## src/rtl/tmr_pkg.sv

```systemverilog
package tmr_pkg;

  // register select codes shared by the write and read ports
  typedef enum logic [1:0] {
    SEL_CTRL = 2'd0,
    SEL_CMP  = 2'd1,
    SEL_CNT  = 2'd2,
    SEL_NONE = 2'd3
  } regSel_t;

  // control register bit positions
  localparam int CTRL_RUN_BIT = 0;
  localparam int CTRL_AR_BIT  = 1;

  // strobes from control to datapath, at most one counter action per cycle
  typedef struct packed {
    logic loadCnt;  // software counter write
    logic clrCnt;   // periodic reload to zero
    logic incCnt;   // normal step
    logic loadCmp;  // software compare write
  } tmrStrobes_t;

endpackage

```

## src/rtl/tmr_ctrl.sv

```systemverilog
module tmr_ctrl
  import tmr_pkg::*;
(
  input  logic        clk,
  input  logic        rstN,
  input  logic        wrEn,
  input  logic [1:0]  wrSel,
  input  logic [1:0]  wrCtrlBits,
  input  logic        atCompare,
  output logic        runQ,
  output logic        autoRestartQ,
  output logic        irqQ,
  output tmrStrobes_t strobes
);

  logic ctrlWrite;
  logic cntWrite;
  logic hit;

  assign ctrlWrite = wrEn && (wrSel == SEL_CTRL);
  assign cntWrite  = wrEn && (wrSel == SEL_CNT);
  assign hit       = runQ && atCompare;

  // counter actions: software load beats reload, reload beats step
  always_comb begin
    strobes         = '0;
    strobes.loadCnt = cntWrite;
    strobes.loadCmp = wrEn && (wrSel == SEL_CMP);
    strobes.clrCnt  = hit && autoRestartQ && !cntWrite;
    strobes.incCnt  = runQ && !hit && !cntWrite;
  end

  // control bits: software write beats the one-shot clear
  always_ff @(posedge clk) begin
    if (!rstN) begin
      runQ         <= 1'b0;
      autoRestartQ <= 1'b0;
    end else if (ctrlWrite) begin
      runQ         <= wrCtrlBits[CTRL_RUN_BIT];
      autoRestartQ <= wrCtrlBits[CTRL_AR_BIT];
    end else if (hit && !autoRestartQ) begin
      runQ <= 1'b0;
    end
  end

  // interrupt is registered: one clock wide per hit
  always_ff @(posedge clk) begin
    if (!rstN) irqQ <= 1'b0;
    else       irqQ <= hit;
  end

endmodule

```

## src/rtl/tmr_datapath.sv

```systemverilog
module tmr_datapath
  import tmr_pkg::*;
#(
  parameter int WIDTH = 32
) (
  input  logic             clk,
  input  logic             rstN,
  input  tmrStrobes_t      strobes,
  input  logic [WIDTH-1:0] wrData,
  output logic [WIDTH-1:0] countQ,
  output logic [WIDTH-1:0] compareQ,
  output logic             atCompare
);

  localparam logic [WIDTH-1:0] ONE = WIDTH'(1);

  always_ff @(posedge clk) begin
    if (!rstN)                compareQ <= '0;
    else if (strobes.loadCmp) compareQ <= wrData;
  end

  always_ff @(posedge clk) begin
    if (!rstN)               countQ <= '0;
    else if (strobes.loadCnt) countQ <= wrData;
    else if (strobes.clrCnt)  countQ <= '0;
    else if (strobes.incCnt)  countQ <= countQ + ONE;
  end

  assign atCompare = (countQ == compareQ);

endmodule

```

## src/rtl/cmp_up_timer.sv

```systemverilog
module cmp_up_timer
  import tmr_pkg::*;
#(
  parameter int WIDTH = 32
) (
  input  logic             clk,
  input  logic             rstN,
  input  logic             wrEn,
  input  logic [1:0]       wrSel,
  input  logic [WIDTH-1:0] wrData,
  input  logic [1:0]       rdSel,
  output logic [WIDTH-1:0] rdData,
  output logic             irqPulse
);

  localparam int CTRL_PAD = WIDTH - 2;

  tmrStrobes_t      strobes;
  logic             ctrlRun;
  logic             ctrlAutoRestart;
  logic             atCompare;
  logic [WIDTH-1:0] countVal;
  logic [WIDTH-1:0] compareVal;

  tmr_ctrl u_ctrl (
    .clk          (clk),
    .rstN         (rstN),
    .wrEn         (wrEn),
    .wrSel        (wrSel),
    .wrCtrlBits   (wrData[1:0]),
    .atCompare    (atCompare),
    .runQ         (ctrlRun),
    .autoRestartQ (ctrlAutoRestart),
    .irqQ         (irqPulse),
    .strobes      (strobes)
  );

  tmr_datapath #(.WIDTH(WIDTH)) u_dp (
    .clk       (clk),
    .rstN      (rstN),
    .strobes   (strobes),
    .wrData    (wrData),
    .countQ    (countVal),
    .compareQ  (compareVal),
    .atCompare (atCompare)
  );

  always_comb begin
    case (rdSel)
      SEL_CTRL: rdData = {{CTRL_PAD{1'b0}}, ctrlAutoRestart, ctrlRun};
      SEL_CMP:  rdData = compareVal;
      SEL_CNT:  rdData = countVal;
      default:  rdData = '0;
    endcase
  end

endmodule

```

## config.mk

```make
export PLATFORM = sky130hd
export DESIGN_NAME = cmp_up_timer
export DESIGN_NICKNAME = d
export VERILOG_FILES = /design/src/rtl/tmr_pkg.sv /design/src/rtl/tmr_ctrl.sv /design/src/rtl/tmr_datapath.sv /design/src/rtl/cmp_up_timer.sv
export SDC_FILE = /design/constraint.sdc
export NUM_CORES = 1
export LEC_CHECK = 0
export BUFFER_PORTS_ARGS = -buffer_cell sky130_fd_sc_hd__buf_4
export CAP_MARGIN = 20
export CORE_ASPECT_RATIO = 0.6
export CORE_MARGIN = 10
export CORE_UTILIZATION = 60
export DETAILED_ROUTE_END_ITERATION = 16
export PLACE_DENSITY = 0.84
export SYNTH_ARGS = -nofsm -noshare
export SYNTH_HDL_FRONTEND = slang
export SYNTH_SLANG_ARGS = --single-unit
```

## constraint.sdc

```tcl
create_clock -name clk -period 3.3 [get_ports clk]
set_input_delay 0.66 -clock clk [delete_from_list [all_inputs] [get_ports clk]]
set_output_delay 0.66 -clock clk [all_outputs]
set_load 0.01 [all_outputs]
```

Yosys cells after proc, flatten, opt, wreduce, memory -nomap -nowiden. Index checks and enable logic that the tools add are counted.

$add $sub $neg: 1. Eq/ne operators: 5. Mux-type cells: 6. Reduce and logical (&&, ||, !) cells: 16.

Operators with widths (count): 32-bit two-way mux (3); 32-bit case mux with 3 select lines (1); 32-bit by 1-bit adder with 32-bit output, second input constant (1); 32-bit == test (1); 1-bit logical AND (9); 2-bit by 1-bit == test with 1-bit output, second input constant (2); 2-bit == test, second input constant (2); 2-bit zero test (2); 1-bit zero test (3); 3-bit nonzero test (1); 1-bit two-way mux (2); 2-bit nonzero test (1).

Register bits after elaboration: 67. Bits of input ports: 39. Output and inout port bits: 33. Word-level logic and storage cells: 33.

Depth between registers and ports, before layout. Gate-level depths: netlist (run 1).

Word-level depth: 8. Depth in mapped cells: 9. Depth with buffers taken out: 7.

Hierarchy. From an unflattened synthesis (run 1), not the netlist that was laid out.

Cells, all modules: 477. Area total of the unflattened synthesis: 4093.9 sq um.

By module, submodules not included: tmr_datapath (times used 1, cells each 415, area each 3533.4 sq um, seq. area each 1281.2 sq um); cmp_up_timer (times used 1, cells each 43, area each 397.9 sq um, seq. area each 0.0 sq um); tmr_ctrl (times used 1, cells each 19, area each 162.7 sq um, seq. area each 60.1 sq um).

Worst setup path after synthesis (run 1). OpenSTA, ideal clock, no wires.

Kind: input to output. From: input port rdSel[1]. To: output port rdData[10]. Data arrival time: 1.423 ns. Setup slack: 1.217 ns. Cell stages on the path: 4. Path buffers: 2. Cells stage by stage: nor2b_1 -> clkbuf_1 -> clkbuf_1 -> a22o_1.

Longest elaborated chain between the ends: 2. Elaborated cells on any way between the ends: 4. Those cells by class: eq/ne (2); mux (1); reduce/logical (1).

Ends and longest elaborated chain: from (decl) (RTL line cmp_up_timer.sv:11) `input logic [1:0] rdSel,`; 2-bit == test (tied with other cells) (RTL line cmp_up_timer.sv:49) `case (rdSel)`; 32-bit case mux with 3 select lines * (RTL line cmp_up_timer.sv:49); to (decl) (RTL line cmp_up_timer.sv:12) `output logic [WIDTH-1:0] rdData,`.

Every way passes the cells marked *; elsewhere a longest branch is shown, timed or not.

Final worst setup path (run 1).
From: register u_dp.countQ[8]. To: register u_dp.countQ[30].

Longest elaborated chain between the ends: 6. Elaborated cells on any way between the ends: 12. Those cells by class: add/sub (1); eq/ne (1); mux (3); reduce/logical (7).

Ends and longest elaborated chain: from (decl) (RTL line tmr_datapath.sv:10) `output logic [WIDTH-1:0] countQ,`; from (signal assigned) (RTL line tmr_datapath.sv:24) `else if (strobes.loadCnt) countQ <= wrData;`; from (signal assigned) (RTL line tmr_datapath.sv:26) `else if (strobes.incCnt) countQ <= countQ + ONE;`; parallel branches: the longest is 6 deep, another holds 32-bit by 1-bit adder with 32-bit output.

Several ways; the timed one is not identified. The select of a mux whose other input is x is not followed. A chain may end at the register's enable or synchronous reset.

==> summary.md, run 1 <==
| Metric | Value |
|---|---|
| Dpl cells | 692 |
| Placed cell area | 4930 um2 |
| CTS Sinks | 67 |
| Relative slew margins | 0.395 |
| Depth of the CTS H-tree | 3 |
| Final Core Density | 0.725 |
| Dominant cell type by area after synthesis | dfxtp_1 |
| P per Cell Area | 417 nW/um2 |
| Maxcap violations | 0 |
| Drt pass-1 iters | 9 |
| First-pass GRT wire length | 23900 um |
| R2r endpoint | u_dp.countQ[30] |
| I/O pin count | 72 |
| Final WS setup | 0.520 ns |
| Most frequent cells in the layout | nand2_1, buf_4, dfxtp_1 |
| Vias in the first global route | 4594 |
| CTS tree | yes |
| Fin cells | 708 |
| Hold EP | u_dp.compareQ[7] |
| Hold depth | 2 |
| DRC violations left | 0 |
| Worst vdd rail ir drop | 0.296 mV |
| Flip-flop and latch count after synthesis | 67 |
| R2R setup slack | 0.52 ns |
| Worst-path clk slew | 0.05 ns |
| Worst EP arrival | 3.04 ns |
| EDFF count, synth | 0 |
| CP Max Fanout | 15 |
| Design area | 5200 um2 |
| Final ANT Viol Nets | 0 |
| Tcrit/Tclk final | 0.842 |
| Slew Viols, Final | 0 |
| Nets | 652 |
| Setup-failing EPs final | 0 |
| RSZ-0062 raised after global routing | false |
| FF-to-FF path depth | 6 |
| Status | finished, final reports clean |
| Dpl hpwl | 10500 um |
| Register area share after synthesis | 0.305 |
| DIE AREA | 11300 um2 |
| Largest net degree at the start of global routing | 33 |
| Initial antenna violation count | 0 |
| Tmin final | 2.78 ns |
| Pre-CTS WS | 0.627 ns |
| Commonest non-fill, non-tap cell in the layout | nand2_1 |
| Port Buffers | 71 |
| Kind of critical path | reg2reg |
| Post-Syn Area per Cell | 7.80 um2 |
| Final WL | 15100 um |
| WL per Instance | 21.3 um |
| Initial DRC Count | 787 |
| Clock Skew | 0.00832 ns |
| Slew @ Worst Pin | 0.907 ns |
| Hold_buf cts | 0 |
| Synth Instances | 564 |
| Root Buffer Master | clkbuf_16 |
| Async set-reset flop share out of synthesis | 0 |
| Area Growth Syn to Fin | 18.4% |
| DR vias/cell | 6.79 |
| Die Span Y | 86.3 um |
| Synthesized Nets | 604 |
| Total setup buffers inserted after CTS | 0 |
| Top-area cell type share of the netlist area | 0.305 |
| HP Start | u_dp.compareQ[7] |
| Die X | 131 um |
| Setup TNS | 0 ns |
| YS warnings | 0 |
| Type of element capturing the critical path | flip-flop |
| Clk Latency, worst-skew pair | 0.34 ns |
| Reg-to-reg startpoint | u_dp.countQ[8] |
| CP Data Required Time | 3.56 ns |
| Routability cong. | 0.940 |
| Total power | 2.17 mW |
| Site row count | 24 |
| Core area | 7180 um2 |
| Post-cts gate resize count | 0 |
| Mapped Area | 4400 um2 |
| Hold crit path type | reg2reg |
| Post-synthesis cell type count | 68 |
| GRT Residual Overflow | 0 |
| Worst hold margin | 0.481 ns |
| # diodes | 0 |
| Top FF cell, synth | dfxtp_1 |
| FILL cells | 580 |
| Starting density of the core | 0.613 |
| CP Launch Type | flip-flop |
| Vias | 4806 |
| GRT Util Overall | 0.267 |
| Final Hold Violating Endpoints | 0 |
| Inserted Clock Buffers | 9 |
| Max frequency | 0.360 GHz |
| Synth area leaders | dfxtp_1, nand2_1, a22o_1 |
| Clock tree buffer depth | 2 |
| Share of layout cells above drive strength 1 | 0.209 |
| Leakage | 2.18 nW |
==> power breakdown <==
group	internal (mW)	switching [mW]
Combinational	0.140	0.230
Clock	0.548	0.360
Sequential	0.843	0.0491
==> worst max-delay path by stage <==
stage                              start               to  slack [ns]  cells past startpoint
after floorplan                 rdSel[1]       rdData[10]        1.22                      4
after global placement    u_dp.countQ[8]  u_dp.countQ[30]        0.69                      6
after detailed placement  u_dp.countQ[8]  u_dp.countQ[30]        0.63                      6
after CTS                 u_dp.countQ[8]  u_dp.countQ[30]        0.60                      6
after global routing      u_dp.countQ[8]  u_dp.countQ[25]        0.41                      6
final                     u_dp.countQ[8]  u_dp.countQ[30]        0.52                      6
==> logic make-up (layout without fill, tap and decap cells) <==
logic type,count (synthesis),in the layout,share of synthesized area
multiplexers,6,6,0.0142
XOR/XNOR,33,33,0.0657
flip-flops,67,67,0.305
AND/OR/NAND/NOR,219,219,0.263
buffers and inverters,61,114,0.0643
adder cells (fa/ha/maj),1,1,0.00285
AO/OA/AOI/OAI,177,177,0.285
==> area by class of cell <==
cell class                      instances  area, um2  area share
Clock buffer                           14        264      0.0507
Clock inverter                          2       10.0     0.00192
Tap cell                               91        114      0.0219
Sequential cell                        67       1340       0.258
Timing Repair Buffer                   87        653       0.126
Multi-Input combinational cell        436       2780       0.534
Inverter                               11       41.3     0.00793
==> routing by layer <==
metal  part of all wire  GRT usage  wire length (um)  up-vias
li1                   -          -                 -     2165
met1               0.41      0.342              6100     2227
met5                  0          0                 0        -
met4              0.023     0.0834               341        0
met2               0.44      0.407              6560      368
met3               0.14     0.0994              2050       46
==> cells in the mapped netlist (all sizes together) (2+ instances only) <==
| master | count |
|---|---|
| nor2 | 29 |
| and4 | 6 |
| or2 | 2 |
| a22o | 35 |
| o31ai | 4 |
| nor4 | 16 |
| nand4 | 11 |
| o21ai | 22 |
| mux2 | 2 |
| xor2 | 33 |
| or3 | 3 |
| a21oi | 52 |
| and2 | 3 |
| o2bb2ai | 3 |
| o2111a | 2 |
| dfxtp | 67 |
| a41o | 2 |
| nand3b | 3 |
| inv | 11 |
| o21a | 9 |
| nor3 | 12 |
| o41ai | 2 |
| a21o | 2 |
| a31oi | 4 |
| o221ai | 2 |
| nand2 | 90 |
| o22ai | 10 |
| a22oi | 10 |
| mux2i | 4 |
| buf | 19 |
| and3 | 12 |
| nand3 | 26 |
| clkbuf | 31 |
| a211oi | 8 |
| a2111oi | 2 |
| nor2b | 2 |
| a32oi | 2 |
==> critical path: stages (launching register included) <==
cell and delay (ns):
dfxtp_1 0.52, xor2_1 0.17, nor4_1 0.55, and4_1 0.58, a21oi_2 0.33, a41o_2 0.35, a211oi_2 0.19
==> sequential cells by signal, indices dropped and copies added, names as in the netlist <==
signal / count
u_ctrl.autoRestartQ: 1
u_ctrl.irqQ: 1
u_dp.countQ: 32
u_dp.compareQ: 32
u_ctrl.runQ: 1
Power figures use the tool's default switching activity.
==> run 2, diff against run 1 <==
--- a/config.mk
+++ b/config.mk
@@ -9,9 +9,9 @@
 export CAP_MARGIN = 20
 export CORE_ASPECT_RATIO = 0.6
 export CORE_MARGIN = 10
-export CORE_UTILIZATION = 60
+export CORE_UTILIZATION = 57
 export DETAILED_ROUTE_END_ITERATION = 16
-export PLACE_DENSITY = 0.84
+export PLACE_DENSITY = 0.8
 export SYNTH_ARGS = -nofsm -noshare
 export SYNTH_HDL_FRONTEND = slang
 export SYNTH_SLANG_ARGS = --single-unit
==> constraint.sdc (replaced) <==
create_clock -name clk -period 2.8 [get_ports clk]
set_input_delay 0.56 -clock clk [delete_from_list [all_inputs] [get_ports clk]]
set_output_delay 0.56 -clock clk [all_outputs]
set_load 0.01 [all_outputs]
==> run 2 against run 1 <==
  * Setup slack got worse by 0.38 ns
  * Global-route usage rose by 0.47 points
  * Combinational power rose by 27%
  * Sequential power rose by 18%
  * First-iteration DRC count fell by 15%
  * Clock skew barely moved
  * Utilization rose by 0.17 points
  * Final area rose by 3.2%
  * Non-clock buffer count rose by 13
  * Sequential cell count did not move
  * Die area rose by 4.2%
  * Highest routed layer unchanged
==> summary.md, run 2 (synthesized netlist as in run 1, its figures left out) <==
| Metric | Value |
|---|---|
| Clk Latency, worst-skew pair | 0.34 ns (about the same) |
| Setup TNS | 0 ns (unchanged) |
| Final Core Density | 0.727 (+0.00172) |
| Leakage | 2.25 nW (+3.5%) |
| Root Buffer Master | clkbuf_16 |
| Worst EP arrival | 2.88 ns (-0.16 ns) |
| WL per Instance | 22.2 um (+4.4%) |
| Max frequency | 0.377 GHz (+4.7%) |
| Total setup buffers inserted after CTS | 0 (unchanged) |
| Sequential Area | 1340 um2 (unchanged) |
| Final WS setup | 0.145 ns (-0.375 ns) |
| GRT Residual Overflow | 0 (unchanged) |
| RSZ-0062 raised after global routing | false |
| Vias | 4917 (+2.3%) |
| Worst vdd rail ir drop | 0.354 mV (+20%) |
| Maxcap violations | 0 (unchanged) |
| CTS tree | yes |
| Final WL | 16300 um (+8.2%) |
| Initial antenna violation count | 0 (unchanged) |
| Pre-CTS WS | 0.0975 ns (-0.529 ns) |
| Inserted Clock Buffers | 9 (unchanged) |
| # diodes | 0 (unchanged) |
| Slew Viols, Final | 0 (unchanged) |
| Depth of the CTS H-tree | 3 (unchanged) |
| Core area | 7390 um2 (+2.9%) |
| Largest net degree at the start of global routing | 37 (+12%) |
| DIE AREA | 11700 um2 (+4.2%) |
| CP Data Required Time | 3.03 ns (-0.53 ns) |
| First-pass GRT wire length | 25500 um (+6.7%) |
| Hold crit path type | in2reg |
| GRT Util Overall | 0.271 (+0.00466) |
| Relative slew margins | 0.400 (+0.00476) |
| Kind of critical path | reg2reg |
| CTS Sinks | 67 (unchanged) |
| Final Hold Violating Endpoints | 0 (unchanged) |
| Vias in the first global route | 4575 (-0.41%) |
| Setup-failing EPs final | 0 (unchanged) |
| Status | finished, final reports clean |
| Die X | 133 um (+2.2%) |
| Nets | 665 (+2.0%) |
| Area Growth Syn to Fin | 22.1% |
| DR vias/cell | 6.70 (-1.3%) |
| CP Max Fanout | 9 (-6) |
| Type of element capturing the critical path | flip-flop |
| Clock Skew | 0.00838 ns (+0.0000612 ns) |
| Tcrit/Tclk final | 0.948 (+0.106) |
| Worst-path clk slew | 0.06 ns (about the same) |
| I/O pin count | 72 (unchanged) |
| FILL cells | 610 (+5.2%) |
| Top Registers | u_dp.compareQ x32, u_dp.countQ x32 |
| DRC violations left | 0 (unchanged) |
| Site row count | 24 (unchanged) |
| Hold_buf cts | 0 (unchanged) |
| Routability cong. | 0.962 (+2.3%) |
| Initial DRC Count | 666 (-15%) |
| Area of the multi-input gates | 2790 um2 (+0.22%) |
| Port Buffers | 71 (unchanged) |
| Share of layout cells above drive strength 1 | 0.232 (+0.0227) |
| Starting density of the core | 0.595 (-0.0174) |
| Commonest non-fill, non-tap cell in the layout | buf_4 |
| Final ANT Viol Nets | 0 (unchanged) |
| Clock tree buffer depth | 2 (unchanged) |
| Drt pass-1 iters | 8 (-1) |
| Die Span Y | 88.0 um (+2.0%) |
| Dpl hpwl | 11500 um (+9.5%) |
| Tmin final | 2.66 ns (-0.125 ns) |
| P per Cell Area | 497 nW/um2 (+19%) |
| Most frequent cells in the layout | buf_4, nand2_1, dfxtp_1 |
| CP Launch Type | flip-flop |
| Slew @ Worst Pin | 0.900 ns (-0.00714 ns) |
[run 2: changes by cell type in the layout (fill, tap and decap cells not counted), moves of 2 or more]
cell / previous run / this run
clkbuf_8: 2 / 0
buf_12: 0 / 2
clkbuf_1: 3 / 0
clkinvlp_4: 0 / 2
buf_4: 87 / 98
[run 2: layout make-up]
type	instances	area share
inverters	11	0.00769
well taps	104	0.0242
flip-flops and latches	67	0.250
multi-input cells	436	0.519
clock buffers	9	0.0419
repair buffers	100	0.144
clock inverters	7	0.0128
[run 2: per-stage QoR]
stage / hold WS, ns / cells / area [um2] / power (mW)
6_report: 0.472 / 734 / 5370 / 2.67
5_1_grt: 0.478 / 734 / 5370 / 2.74
4_1_cts: 0.472 / 734 / 5360 / 2.64
3_5_place_dp: 0.478 / 718 / 5070 / 1.52
3_3_place_gp: 0.469 / 718 / 5070 / 1.51
2_1_floorplan: 0.460 / 564 / 4400 / 1.34
[run 2: report_power, final]
group,total [mW],switching (mW),internal [mW]
Sequential,1.05,0.0572,0.993
Combinational,0.471,0.287,0.184
Clock,1.15,0.462,0.686
Total,2.67,0.806,1.86
[run 2: worst max-delay path: stages (launching register included)]
cell and delay [ns]:
dfxtp_1 0.45, xor2_1 0.16, nor4_2 0.51, and4_1 0.55
buf_4 0.27, nand3_1 0.20, or2_0 0.26, o2111a_1 0.13
[run 2: repair_timing]
action / CTS / global route
endpoints found under the setup margin: 0 / 1
endpoints found under the hold margin: 0 / 0
gates resized for setup: 0 / 1
[run 2: layer usage]
metal | share of wire | track usage | vias to the layer above | wire [um]
li1 | - | - | 2186 | -
met1 | 0.43 | 0.377 | 2324 | 7010
met2 | 0.42 | 0.396 | 363 | 6870
met3 | 0.13 | 0.0817 | 44 | 2120
met4 | 0.018 | 0.0796 | 0 | 290
met5 | 0 | 0 | - | 0
[run 2: final timing paths]
kind / start / end / slack, ns / cells after the start
worst max-delay path: u_dp.countQ[24] / u_dp.countQ[28] / 0.14 / 7
worst min-delay path: wrData[7] / u_dp.compareQ[7] / 0.47 / 3
worst max register to register: u_dp.countQ[24] / u_dp.countQ[28] / 0.14 / 7
worst min register to register: u_dp.compareQ[7] / u_dp.compareQ[7] / 0.49 / 2
